`config.mk`:
```
export PLATFORM = sky130hd
export DESIGN_NAME = uart_echo
export DESIGN_NICKNAME = d
export VERILOG_FILES = /design/src/rtl/uart_echo_pkg.sv /design/src/rtl/uart_echo_sync.sv /design/src/rtl/uart_echo_rx.sv /design/src/rtl/uart_echo_tx.sv /design/src/rtl/uart_echo_btn.sv /design/src/rtl/uart_echo_hold.sv /design/src/rtl/uart_echo.sv
export SDC_FILE = /design/constraint.sdc
export NUM_CORES = 1
export LEC_CHECK = 0
export BUFFER_PORTS_ARGS = -buffer_cell sky130_fd_sc_hd__buf_2
export CAP_MARGIN = 20
export CORE_MARGIN = 10
export CORE_UTILIZATION = 67
export DETAILED_ROUTE_END_ITERATION = 8
export GPL_TIMING_DRIVEN = 0
export MAX_ROUTING_LAYER = met4
export PLACE_DENSITY = 0.81
export SLEW_MARGIN = 20
export SYNTH_ARGS = -nofsm -noshare
export SYNTH_HDL_FRONTEND = slang
export SYNTH_SLANG_ARGS = --single-unit
```
`constraint.sdc`:
```
create_clock -name clk -period 2.9 [get_ports clk]
set_input_delay 0.145 -clock clk [delete_from_list [all_inputs] [get_ports clk]]
set_output_delay 0.145 -clock clk [all_outputs]
set_load 0.02 [all_outputs]
```
`src/rtl/uart_echo_pkg.sv`:
```
package uart_echo_pkg;

  typedef enum logic [2:0] {
    RX_IDLE,
    RX_START,
    RX_DATA,
    RX_STOP,
    RX_DONE,
    RX_BREAK
  } rx_state_t;

  typedef enum logic [2:0] {
    TX_IDLE,
    TX_START,
    TX_DATA,
    TX_STOP,
    TX_FIN
  } tx_state_t;

endpackage

```
`src/rtl/uart_echo_sync.sv`:
```
module uart_echo_sync #(
  parameter int   STAGES  = 2,
  parameter logic RST_VAL = 1'b0
) (
  input  logic clk,
  input  logic rst,
  input  logic d,
  output logic q
);

  logic [STAGES-1:0] st;

  generate
    if (STAGES == 1) begin : g_single
      always_ff @(posedge clk) begin
        if (rst) st <= RST_VAL;
        else     st <= d;
      end
    end else begin : g_chain
      always_ff @(posedge clk) begin
        if (rst) st <= {STAGES{RST_VAL}};
        else     st <= {st[STAGES-2:0], d};
      end
    end
  endgenerate

  assign q = st[STAGES-1];

endmodule

```
`src/rtl/uart_echo_rx.sv`:
```
module uart_echo_rx
  import uart_echo_pkg::*;
#(
  parameter int CLK_PER_BIT = 10417,
  parameter int DATA_W      = 8,
  parameter int SYNC_STAGES = 2
) (
  input  logic              clk,
  input  logic              rst,
  input  logic              rx_i,
  input  logic              ack,
  output logic              rdy,
  output logic [DATA_W-1:0] data
);

  localparam int CW   = $clog2(CLK_PER_BIT + 1);
  localparam int IW   = (DATA_W > 1) ? $clog2(DATA_W) : 1;
  localparam int HALF = CLK_PER_BIT / 2;

  logic              line;
  rx_state_t         st;
  logic [CW-1:0]     cnt;
  logic [IW-1:0]     idx;
  logic [DATA_W-1:0] sh;

  uart_echo_sync #(.STAGES(SYNC_STAGES), .RST_VAL(1'b1)) u_sync (
    .clk (clk),
    .rst (rst),
    .d   (rx_i),
    .q   (line)
  );

  always_ff @(posedge clk) begin
    if (rst) begin
      st  <= RX_IDLE;
      cnt <= '0;
      idx <= '0;
      sh  <= '0;
      rdy <= 1'b0;
    end else begin
      case (st)
        RX_IDLE: begin
          cnt <= '0;
          idx <= '0;
          if (!line) st <= RX_START;
        end
        RX_START: begin
          if (cnt == CW'(HALF - 1)) begin
            cnt <= '0;
            st  <= line ? RX_IDLE : RX_DATA;
          end else begin
            cnt <= cnt + 1'b1;
          end
        end
        RX_DATA: begin
          if (cnt == CW'(CLK_PER_BIT - 1)) begin
            cnt <= '0;
            sh  <= {line, sh[DATA_W-1:1]};
            if (idx == IW'(DATA_W - 1)) st <= RX_STOP;
            else                        idx <= idx + 1'b1;
          end else begin
            cnt <= cnt + 1'b1;
          end
        end
        RX_STOP: begin
          if (cnt == CW'(CLK_PER_BIT - 1)) begin
            cnt <= '0;
            if (line) begin
              rdy <= 1'b1;
              st  <= RX_DONE;
            end else begin
              st <= RX_BREAK;
            end
          end else begin
            cnt <= cnt + 1'b1;
          end
        end
        RX_DONE: begin
          if (ack) begin
            rdy <= 1'b0;
            st  <= RX_IDLE;
          end
        end
        RX_BREAK: begin
          if (line) st <= RX_IDLE;
        end
        default: st <= RX_IDLE;
      endcase
    end
  end

  assign data = sh;

endmodule

```
`src/rtl/uart_echo_tx.sv`:
```
module uart_echo_tx
  import uart_echo_pkg::*;
#(
  parameter int CLK_PER_BIT = 10417,
  parameter int DATA_W      = 8
) (
  input  logic              clk,
  input  logic              rst,
  input  logic              req,
  input  logic [DATA_W-1:0] din,
  output logic              line,
  output logic              done,
  output logic              busy,
  output logic [DATA_W-1:0] cur
);

  localparam int CW = $clog2(CLK_PER_BIT + 1);
  localparam int IW = (DATA_W > 1) ? $clog2(DATA_W) : 1;

  tx_state_t     st;
  logic [CW-1:0] cnt;
  logic [IW-1:0] idx;
  logic          bit_end;

  assign bit_end = (cnt == CW'(CLK_PER_BIT - 1));
  assign busy    = (st != TX_IDLE);

  always_ff @(posedge clk) begin
    if (rst) begin
      st   <= TX_IDLE;
      cnt  <= '0;
      idx  <= '0;
      cur  <= '0;
      line <= 1'b1;
      done <= 1'b0;
    end else begin
      case (st)
        TX_IDLE: begin
          line <= 1'b1;
          cnt  <= '0;
          idx  <= '0;
          if (req) begin
            cur  <= din;
            line <= 1'b0;
            st   <= TX_START;
          end
        end
        TX_START: begin
          if (bit_end) begin
            cnt  <= '0;
            line <= cur[0];
            st   <= TX_DATA;
          end else begin
            cnt <= cnt + 1'b1;
          end
        end
        TX_DATA: begin
          if (bit_end) begin
            cnt <= '0;
            if (idx == IW'(DATA_W - 1)) begin
              line <= 1'b1;
              st   <= TX_STOP;
            end else begin
              idx  <= idx + 1'b1;
              line <= cur[idx + 1'b1];
            end
          end else begin
            cnt <= cnt + 1'b1;
          end
        end
        TX_STOP: begin
          if (bit_end) begin
            cnt  <= '0;
            done <= 1'b1;
            st   <= TX_FIN;
          end else begin
            cnt <= cnt + 1'b1;
          end
        end
        TX_FIN: begin
          if (!req) begin
            done <= 1'b0;
            st   <= TX_IDLE;
          end
        end
        default: st <= TX_IDLE;
      endcase
    end
  end

endmodule

```
`src/rtl/uart_echo_btn.sv`:
```
module uart_echo_btn #(
  parameter int DEB_CYCLES  = 1000000,
  parameter int SYNC_STAGES = 2
) (
  input  logic clk,
  input  logic rst,
  input  logic btn_i,
  input  logic done,
  output logic req
);

  localparam int CW = $clog2(DEB_CYCLES + 1);

  logic          b_sync;
  logic          level;
  logic [CW-1:0] cnt;
  logic          settle;
  logic          rise;

  uart_echo_sync #(.STAGES(SYNC_STAGES), .RST_VAL(1'b0)) u_sync (
    .clk (clk),
    .rst (rst),
    .d   (btn_i),
    .q   (b_sync)
  );

  assign settle = (b_sync != level) && (cnt == CW'(DEB_CYCLES - 1));
  assign rise   = settle && b_sync;

  always_ff @(posedge clk) begin
    if (rst) begin
      level <= 1'b0;
      cnt   <= '0;
    end else if (b_sync == level) begin
      cnt <= '0;
    end else if (settle) begin
      level <= b_sync;
      cnt   <= '0;
    end else begin
      cnt <= cnt + 1'b1;
    end
  end

  always_ff @(posedge clk) begin
    if (rst)                          req <= 1'b0;
    else if (req && done)             req <= 1'b0;
    else if (rise && !req && !done)   req <= 1'b1;
  end

endmodule

```
`src/rtl/uart_echo_hold.sv`:
```
module uart_echo_hold #(
  parameter int                DATA_W     = 8,
  parameter logic [DATA_W-1:0] RESET_BYTE = 8'h68
) (
  input  logic              clk,
  input  logic              rst,
  input  logic              rdy,
  input  logic [DATA_W-1:0] din,
  output logic              ack,
  output logic [DATA_W-1:0] dout
);

  always_ff @(posedge clk) begin
    if (rst) begin
      dout <= RESET_BYTE;
      ack  <= 1'b0;
    end else if (rdy && !ack) begin
      dout <= din;
      ack  <= 1'b1;
    end else if (!rdy) begin
      ack <= 1'b0;
    end
  end

endmodule

```
`src/rtl/uart_echo.sv`:
```
module uart_echo #(
  parameter int                CLK_PER_BIT = 10417,
  parameter int                DEB_CYCLES  = 1000000,
  parameter int                DATA_W      = 8,
  parameter int                SYNC_STAGES = 2,
  parameter logic [DATA_W-1:0] RESET_BYTE  = 8'h68
) (
  input  logic clk,
  input  logic rst,
  input  logic rx_i,
  input  logic btn_i,
  output logic tx_o
);

  logic              rx_rdy;
  logic              rx_ack;
  logic [DATA_W-1:0] rx_data;
  logic [DATA_W-1:0] held;
  logic              tx_req;
  logic              tx_done;
  logic              tx_busy;
  logic [DATA_W-1:0] tx_cur;

  uart_echo_rx #(
    .CLK_PER_BIT (CLK_PER_BIT),
    .DATA_W      (DATA_W),
    .SYNC_STAGES (SYNC_STAGES)
  ) u_rx (
    .clk  (clk),
    .rst  (rst),
    .rx_i (rx_i),
    .ack  (rx_ack),
    .rdy  (rx_rdy),
    .data (rx_data)
  );

  uart_echo_hold #(
    .DATA_W     (DATA_W),
    .RESET_BYTE (RESET_BYTE)
  ) u_hold (
    .clk  (clk),
    .rst  (rst),
    .rdy  (rx_rdy),
    .din  (rx_data),
    .ack  (rx_ack),
    .dout (held)
  );

  uart_echo_btn #(
    .DEB_CYCLES  (DEB_CYCLES),
    .SYNC_STAGES (SYNC_STAGES)
  ) u_btn (
    .clk   (clk),
    .rst   (rst),
    .btn_i (btn_i),
    .done  (tx_done),
    .req   (tx_req)
  );

  uart_echo_tx #(
    .CLK_PER_BIT (CLK_PER_BIT),
    .DATA_W      (DATA_W)
  ) u_tx (
    .clk  (clk),
    .rst  (rst),
    .req  (tx_req),
    .din  (held),
    .line (tx_o),
    .done (tx_done),
    .busy (tx_busy),
    .cur  (tx_cur)
  );

endmodule

```
### Word-level counts from Yosys, hierarchy flattened

Cells that the tools add are included.

| word-level totals | value |
|---|---|
| register bits | 94 |
| bits of input ports | 4 |
| output and inout bits | 1 |
| logic and storage cells | 135 |

| operators by class | value |
|---|---|
| add/subtract/negate cells | 5 |
| magnitude comparators | 1 |
| eq/ne operators | 34 |
| muxes and demuxes | 44 |
| bitwise logic cells | 1 |
| reduce and logical (&&, ||, !) cells | 32 |

Operators by type and width:

| operator | count |
|---|---|
| 2-to-1 mux 3 bit | 17 |
| 2-to-1 mux 14 bit | 3 |
| one-hot mux 14 bit (3 select lines) | 1 |
| adder 14 x 1 -> 14 bit, second input constant | 2 |
| equality test 14 bit, second input constant | 2 |
| one-hot mux 14 bit (2 select lines) | 1 |
| adder 20 x 1 -> 20 bit, second input constant | 1 |
| equality test 20 bit, second input constant | 1 |
| inequality test 2 x 1 -> 1 bit, second input constant | 10 |
| one-hot mux 3 bit (6 select lines) | 1 |
| equality test 3 bit, second input constant | 5 |
| one-hot mux 3 bit (5 select lines) | 1 |
| equality test 14 x 13 -> 1 bit, second input constant | 1 |
| inequality test 2 bit, second input constant | 7 |
| 2-to-1 mux 1 bit | 13 |
| equality test 3 x 2 -> 1 bit, second input constant | 4 |
| one-hot mux 3 bit (2 select lines) | 2 |
| AND reduction 3 bit | 4 |
| nonzero test 2 bit | 5 |
| AND reduction 7 bit | 1 |
| adder 3 x 1 -> 3 bit, second input constant | 2 |
| equality test 3 x 1 -> 1 bit, second input constant | 2 |
| logical AND 1 bit | 6 |
| zero test 3 bit | 2 |
| other kinds (15) | 23 |

### Depth between registers and ports, before layout

| logic depth | value |
|---|---|
| depth after elaboration | 6 |
| mapped depth | 9 |
| mapped depth without buffers | 7 |

### Cells and area by module

A second synthesis with hierarchy kept.

| second synthesis, totals | value |
|---|---|
| cells, all modules | 501 |
| area total of the unflattened synthesis | 4501.8 sq um |

By module, submodules not included:

| module | instances | cells an instance | area an instance (sq um) | seq. area each (sq um) |
|---|---|---|---|---|
| uart_echo_tx | 1 | 181 | 1525.2 | 600.6 |
| uart_echo_rx | 1 | 161 | 1487.7 | 580.6 |
| uart_echo_btn | 1 | 114 | 1002.2 | 440.4 |
| uart_echo_hold | 1 | 37 | 381.6 | 180.2 |
| uart_echo_sync | 2 | 4 | 52.6 | 40.0 |

### Least setup slack after synthesis

No wires, ideal clock.

| path | value |
|---|---|
| path kind | reg2reg |
| start point | register u_rx.cnt[0] |
| end point | register u_rx.cnt[9] |
| library setup time | 0.070 ns |
| arrival time | 1.785 ns |
| required time | 2.830 ns |
| path slack | 1.045 ns |
| stages on the path, launching flop included | 9 |
| path buffers | 2 |
| clock period less this slack | 1.855 ns |
| path through | dfxtp_1 -> ha_1 -> and4b_1 -> and4_4 -> o32a_2 -> buf_2 -> buf_2 -> o21ai_0 -> o2bb2ai_1 |

| on the way | value |
|---|---|
| longest elaborated chain between the ends | 3 |
| elaborated cells on any way between the ends | 6 |
| classes of those cells | add/sub: 1; eq/ne: 2; mux: 3 |

RTL lines:

| element | line | text |
|---|---|---|
| from (decl) | uart_echo_rx.sv:22 | `logic [CW-1:0] cnt;` |
| from (signal assigned) | uart_echo_rx.sv:52 | `cnt <= cnt + 1'b1;` |
| from (signal assigned) | uart_echo_rx.sv:62 | `cnt <= cnt + 1'b1;` |
| from (signal assigned) | uart_echo_rx.sv:75 | `cnt <= cnt + 1'b1;` |
| adder 14 x 1 -> 14 bit (tied with other cells) | uart_echo_rx.sv:52, uart_echo_rx.sv:62, uart_echo_rx.sv:75 |  |
| 2-to-1 mux 14 bit (on tied branches) | uart_echo_rx.sv:56, uart_echo_rx.sv:66, uart_echo_rx.sv:48 |  |
| one-hot mux 14 bit (3 select lines) (*) | uart_echo_rx.sv:41 | `case (st)` |

Every way passes the cells marked *; elsewhere a longest branch is shown, timed or not.
A chain may end at the register's enable or synchronous reset.

### Worst setup path after layout

| path | value |
|---|---|
| start point | register u_tx.idx[0] |
| end point | register u_tx.line |

| on the way | value |
|---|---|
| longest elaborated chain between the ends | 6 |
| elaborated cells on any way between the ends | 7 |
| classes of those cells | add/sub: 1; eq/ne: 1; mux: 5 |

RTL lines:

| element | line | text |
|---|---|---|
| from (decl) | uart_echo_tx.sv:22 | `logic [IW-1:0] idx;` |
| from (signal assigned) | uart_echo_tx.sv:64 | `idx <= idx + 1'b1;` |
| adder 3 x 1 -> 3 bit | uart_echo_tx.sv:65 | `line <= cur[idx + 1'b1];` |
| binary-select mux 1 bit (select 3 bit) | uart_echo_tx.sv:65 |  |
| 2-to-1 mux 1 bit (implied by the code) | uart_echo_tx.sv:65 |  |
| 2-to-1 mux 1 bit (*) | uart_echo_tx.sv:60 | `if (idx == IW'(DATA_W - 1)) begin` |
| 2-to-1 mux 1 bit (*) | uart_echo_tx.sv:58 | `if (bit_end) begin` |
| one-hot mux 1 bit (3 select lines) (*) | uart_echo_tx.sv:37 | `case (st)` |
| to (signal assigned) | uart_echo_tx.sv:51 | `line <= cur[0];` |
| to (signal assigned) | uart_echo_tx.sv:65 |  |
| to (decl) | uart_echo_tx.sv:11 | `output logic line,` |

Every way passes the cells marked *; elsewhere a longest branch is shown, timed or not. The select of a mux whose other input is x is not followed.

==> summary.md <==
| Metric | Value |
|---|---|
| Status | `finished clean` |
| #FFs+latches synth | `94` |
| Worst R2R Start | `u_tx.idx[0]` |
| Part of the cycle the worst path needs | `72.7%` |
| Fill cell count | `478` |
| Rel. slew slack | `44.7%` |
| Worst reg2reg path depth | `6` |
| Ports | `5` |
| Final min period | `2110 ps` |
| Worst-Margin Slew | `824 ps` |
| Max stage delay on crit path | `520 ps` |
| Vias in the first global route | `3506` |
| Critical Path Source Type | `register` |
| Crit path max fanout | `4` |
| Initial core utilization | `69.2%` |
| Post-CTS sizing | `0` |
| Reg2reg end | `u_tx.line` |
| Routed met3 length | `216 microns` |
| Met2 wire len | `4350 microns` |
| Pwr Density | `528 mW/mm^2` |
| Core Footprint | `0.00635 sq mm` |
| Wirelength per Cell | `14.3 microns` |
| Max cap viols | `0` |
| Ant. Diodes | `0` |
| Postcts setup bufs | `0` |
| Syn Nets | `525` |
| Register area share after synthesis | `42.8%` |
| Layout cells sized above 1 | `8.10%` |
| Clock buffer depth | `2` |
| Die height | `101 microns` |
| Final hold vios | `0` |
| Initial antenna violation count | `0` |
| EDFF count, synth | `0` |
| Synth Cell Area | `0.00439 sq mm` |
| Num CTS Buffers | `9` |
| Area Growth Syn to Fin | `7.55%` |
| Yosys warnings | `0` |
| CTS Hold Bufs | `1` |
| Area occupied by multi-input gates | `0.00237 sq mm` |
| Initial DRC count | `164` |
| GP Congestion | `0.858` |
| Pre-antenna DRT Iters | `4` |
| # DRC | `0` |
| Hold depth | `2` |
| CP max-delay cell | `mux4_2` |
| Cells along the critical path | `ha_1, mux4_2, mux2i_1, a211oi_1, a2111oi_0, mux2i_1` |
| Skew-Pair Late Insertion Delay | `360 ps` |
| Final wirelength | `8700 microns` |
| Critical path arrival | `2350 ps` |
| Worst Hold Path EP | `u_btn.u_sync.st[0]` |
| Syn avg cell area | `8.59 sq um` |
| Detailed-placement wirelength estimate | `6200 microns` |
| Min-delay src | `btn_i` |
| Reg-to-reg slack, setup | `790 ps` |
| Port Buf Inserts | `3` |
| Worst setup EP type | `register` |
| Chip width | `101 microns` |
| Total GRT Usage | `18.8%` |
| Final setup vio count | `0` |
| Sequential cell area | `0.00188 sq mm` |
| Skew final | `11.2 ps` |
| Fin Setup TNS | `0 ps` |
| Total gr overflow | `0` |
| Post-layout net count | `540` |
| First-pass GRT wire length | `15700 microns` |
| Root Driver | `clkbuf_8` |
| H-Tree Level Count | `3` |
| Core Util, Final | `74.4%` |
| Synth cell types | `66` |
| Pin count of the biggest net entering global routing | `19` |
| Via count | `3577` |
| Worst hold path class | `in -> reg` |
| M1 WL | `3980 microns` |
| Crit path kind | `reg -> reg` |
| Worst Path Required | `3140 ps` |
| Via-to-Cell Ratio | `5.88` |
| Leak pwr | `1.76 nW` |
| Max Slew Vio Count | `0` |
| Clk pin slew, worst setup/hold paths | `100 ps` |
| DIE AREA | `0.0102 sq mm` |
| DR top layer | `met4` |
| Async S/R FF share, synth | `0%` |
| # rows | `29` |
| Cells after synthesis | `511` |
| CTS tree | `built` |
| Primary FF master, synth | `dfxtp_1` |
| Fmax | `474 MHz` |
| Peak supply drop | `398 uV` |
| Most used cell, CP | `mux2i_1` |
| Post-route ant nets | `0` |
| RSZ-0062 raised after global routing | `no` |
| Clock sink count | `94` |
## state kept, by name (all words and copies together), names as in the netlist
name	flops
u_btn.cnt	20
u_rx.cnt	14
u_tx.cnt	14
u_hold.dout	8
u_rx.data	8
u_tx.cur	8
u_rx.idx	3
u_rx.st	3
u_tx.idx	3
u_tx.st	3
u_btn.u_sync.st	2
u_rx.u_sync.st	2
u_btn.level	1
u_btn.req	1
u_hold.ack	1
u_rx.rdy	1
u_tx.done	1
u_tx.line	1
## power by group
part           switching (W)  internal [W]  total [W]
clock               0.000494      0.000418   0.000912
sequential         0.0000242       0.00131    0.00133
combinational       0.000146      0.000102   0.000248
## through the flow
step / hold slack, ps / total power (W) / cell area (sq um) / cells / setup WS, ps
finish: 15.4 / 0.00249 / 4720 / 608 / 790
global placement: 330 / 0.00159 / 4500 / 591 / 866
CTS: 7.87 / 0.00250 / 4720 / 608 / 736
floorplan: 249 / 0.00155 / 4390 / 511 / 1050
global route: 18.9 / 0.00259 / 4720 / 608 / 524
detailed placement: 335 / 0.00160 / 4500 / 591 / 747
## Yosys cell counts (11+ instances only)
master / n / area [sq um]
nor3_1: 12 / 60.1
nor2_1: 64 / 240
nand4_1: 11 / 68.8
nor2b_1: 11 / 68.8
o21ai_0: 14 / 70.1
inv_1: 13 / 48.8
a21oi_1: 28 / 140
nand3_1: 18 / 90.1
xor2_1: 21 / 184
dfxtp_1: 94 / 1880
nand2_1: 70 / 263
mux2i_1: 11 / 110
clkbuf_1: 15 / 56.3
## metal layers
layer	track usage, %	up-vias
li1	-	1810
met1	21.7	1704
met2	32.1	48
met3	3.50	15
met4	5.79	0
met5	-	-
## worst max path at each step
stage / startpoint / cells past startpoint / slack [ps] / endpoint
after detailed placement: u_tx.idx[0] / 6 / 750 / u_tx.line
after CTS: u_tx.idx[0] / 6 / 740 / u_tx.line
after floorplan: u_rx.cnt[0] / 8 / 1050 / u_rx.cnt[9]
after global placement: u_btn.cnt[8] / 6 / 870 / u_btn.cnt[17]
final: u_tx.idx[0] / 6 / 790 / u_tx.line
after global routing: u_btn.cnt[8] / 6 / 520 / u_btn.cnt[11]
## cell families (layout without fill, tap and decap cells)
logic type                 after synthesis  after routing  synth area share (%)
AOI/OAI and AO/OA                       77             77                  11.7
DFF                                     94             94                  42.8
buffers and inverters                   35             55                  3.11
muxes                                   13             13                  3.53
adders and majority gates               10             10                  2.85
and+or+nand+nor                        251            251                  29.7
xor gates and xnor gates                31             31                  6.18
## final cells by class
cell class	instances	share of cell area, %
Buffer	22	1.85
Clock buffer	9	2.62
Clock inverter	7	1.83
Inverter	13	1.03
Multi-Input combinational cell	382	50.3
Sequential cell	94	39.8
Tap cell	77	2.04
Timing Repair Buffer	4	0.530
## critical path, delay by kind of cell, from the launching register on
family	cells	cell delay, ps
AO/OA/AOI/OAI	2	450
flip-flops	1	350
multiplexers	3	830
adder cells (fa/ha/maj)	1	370
## placed cells by master, fill, tap and decap left out, drive strengths merged, types with 2 or more instances in the layout
| master | instances |
|---|---|
| and4 | 6 |
| nor2b | 11 |
| inv | 17 |
| a31oi | 3 |
| o21ai | 14 |
| nand2 | 71 |
| ha | 10 |
| nand2b | 8 |
| a21oi | 28 |
| and2 | 5 |
| nand4b | 2 |
| clkbuf | 24 |
| nor3b | 7 |
| mux4 | 2 |
| o22a | 2 |
| nor2 | 64 |
| a22oi | 3 |
| or3 | 5 |
| nor4 | 5 |
| nor3 | 12 |
| a2bb2oi | 2 |
| o31ai | 2 |
| mux2i | 11 |
| nand3 | 18 |
| xor2 | 21 |
| buf | 10 |
| nand4 | 12 |
| and4b | 3 |
| xnor2 | 10 |
| or2 | 5 |
| o311ai | 3 |
| dfxtp | 94 |
| a21o | 5 |
| and3 | 8 |
| nand3b | 3 |
Note: power is estimated with default switching activity, not from simulation.
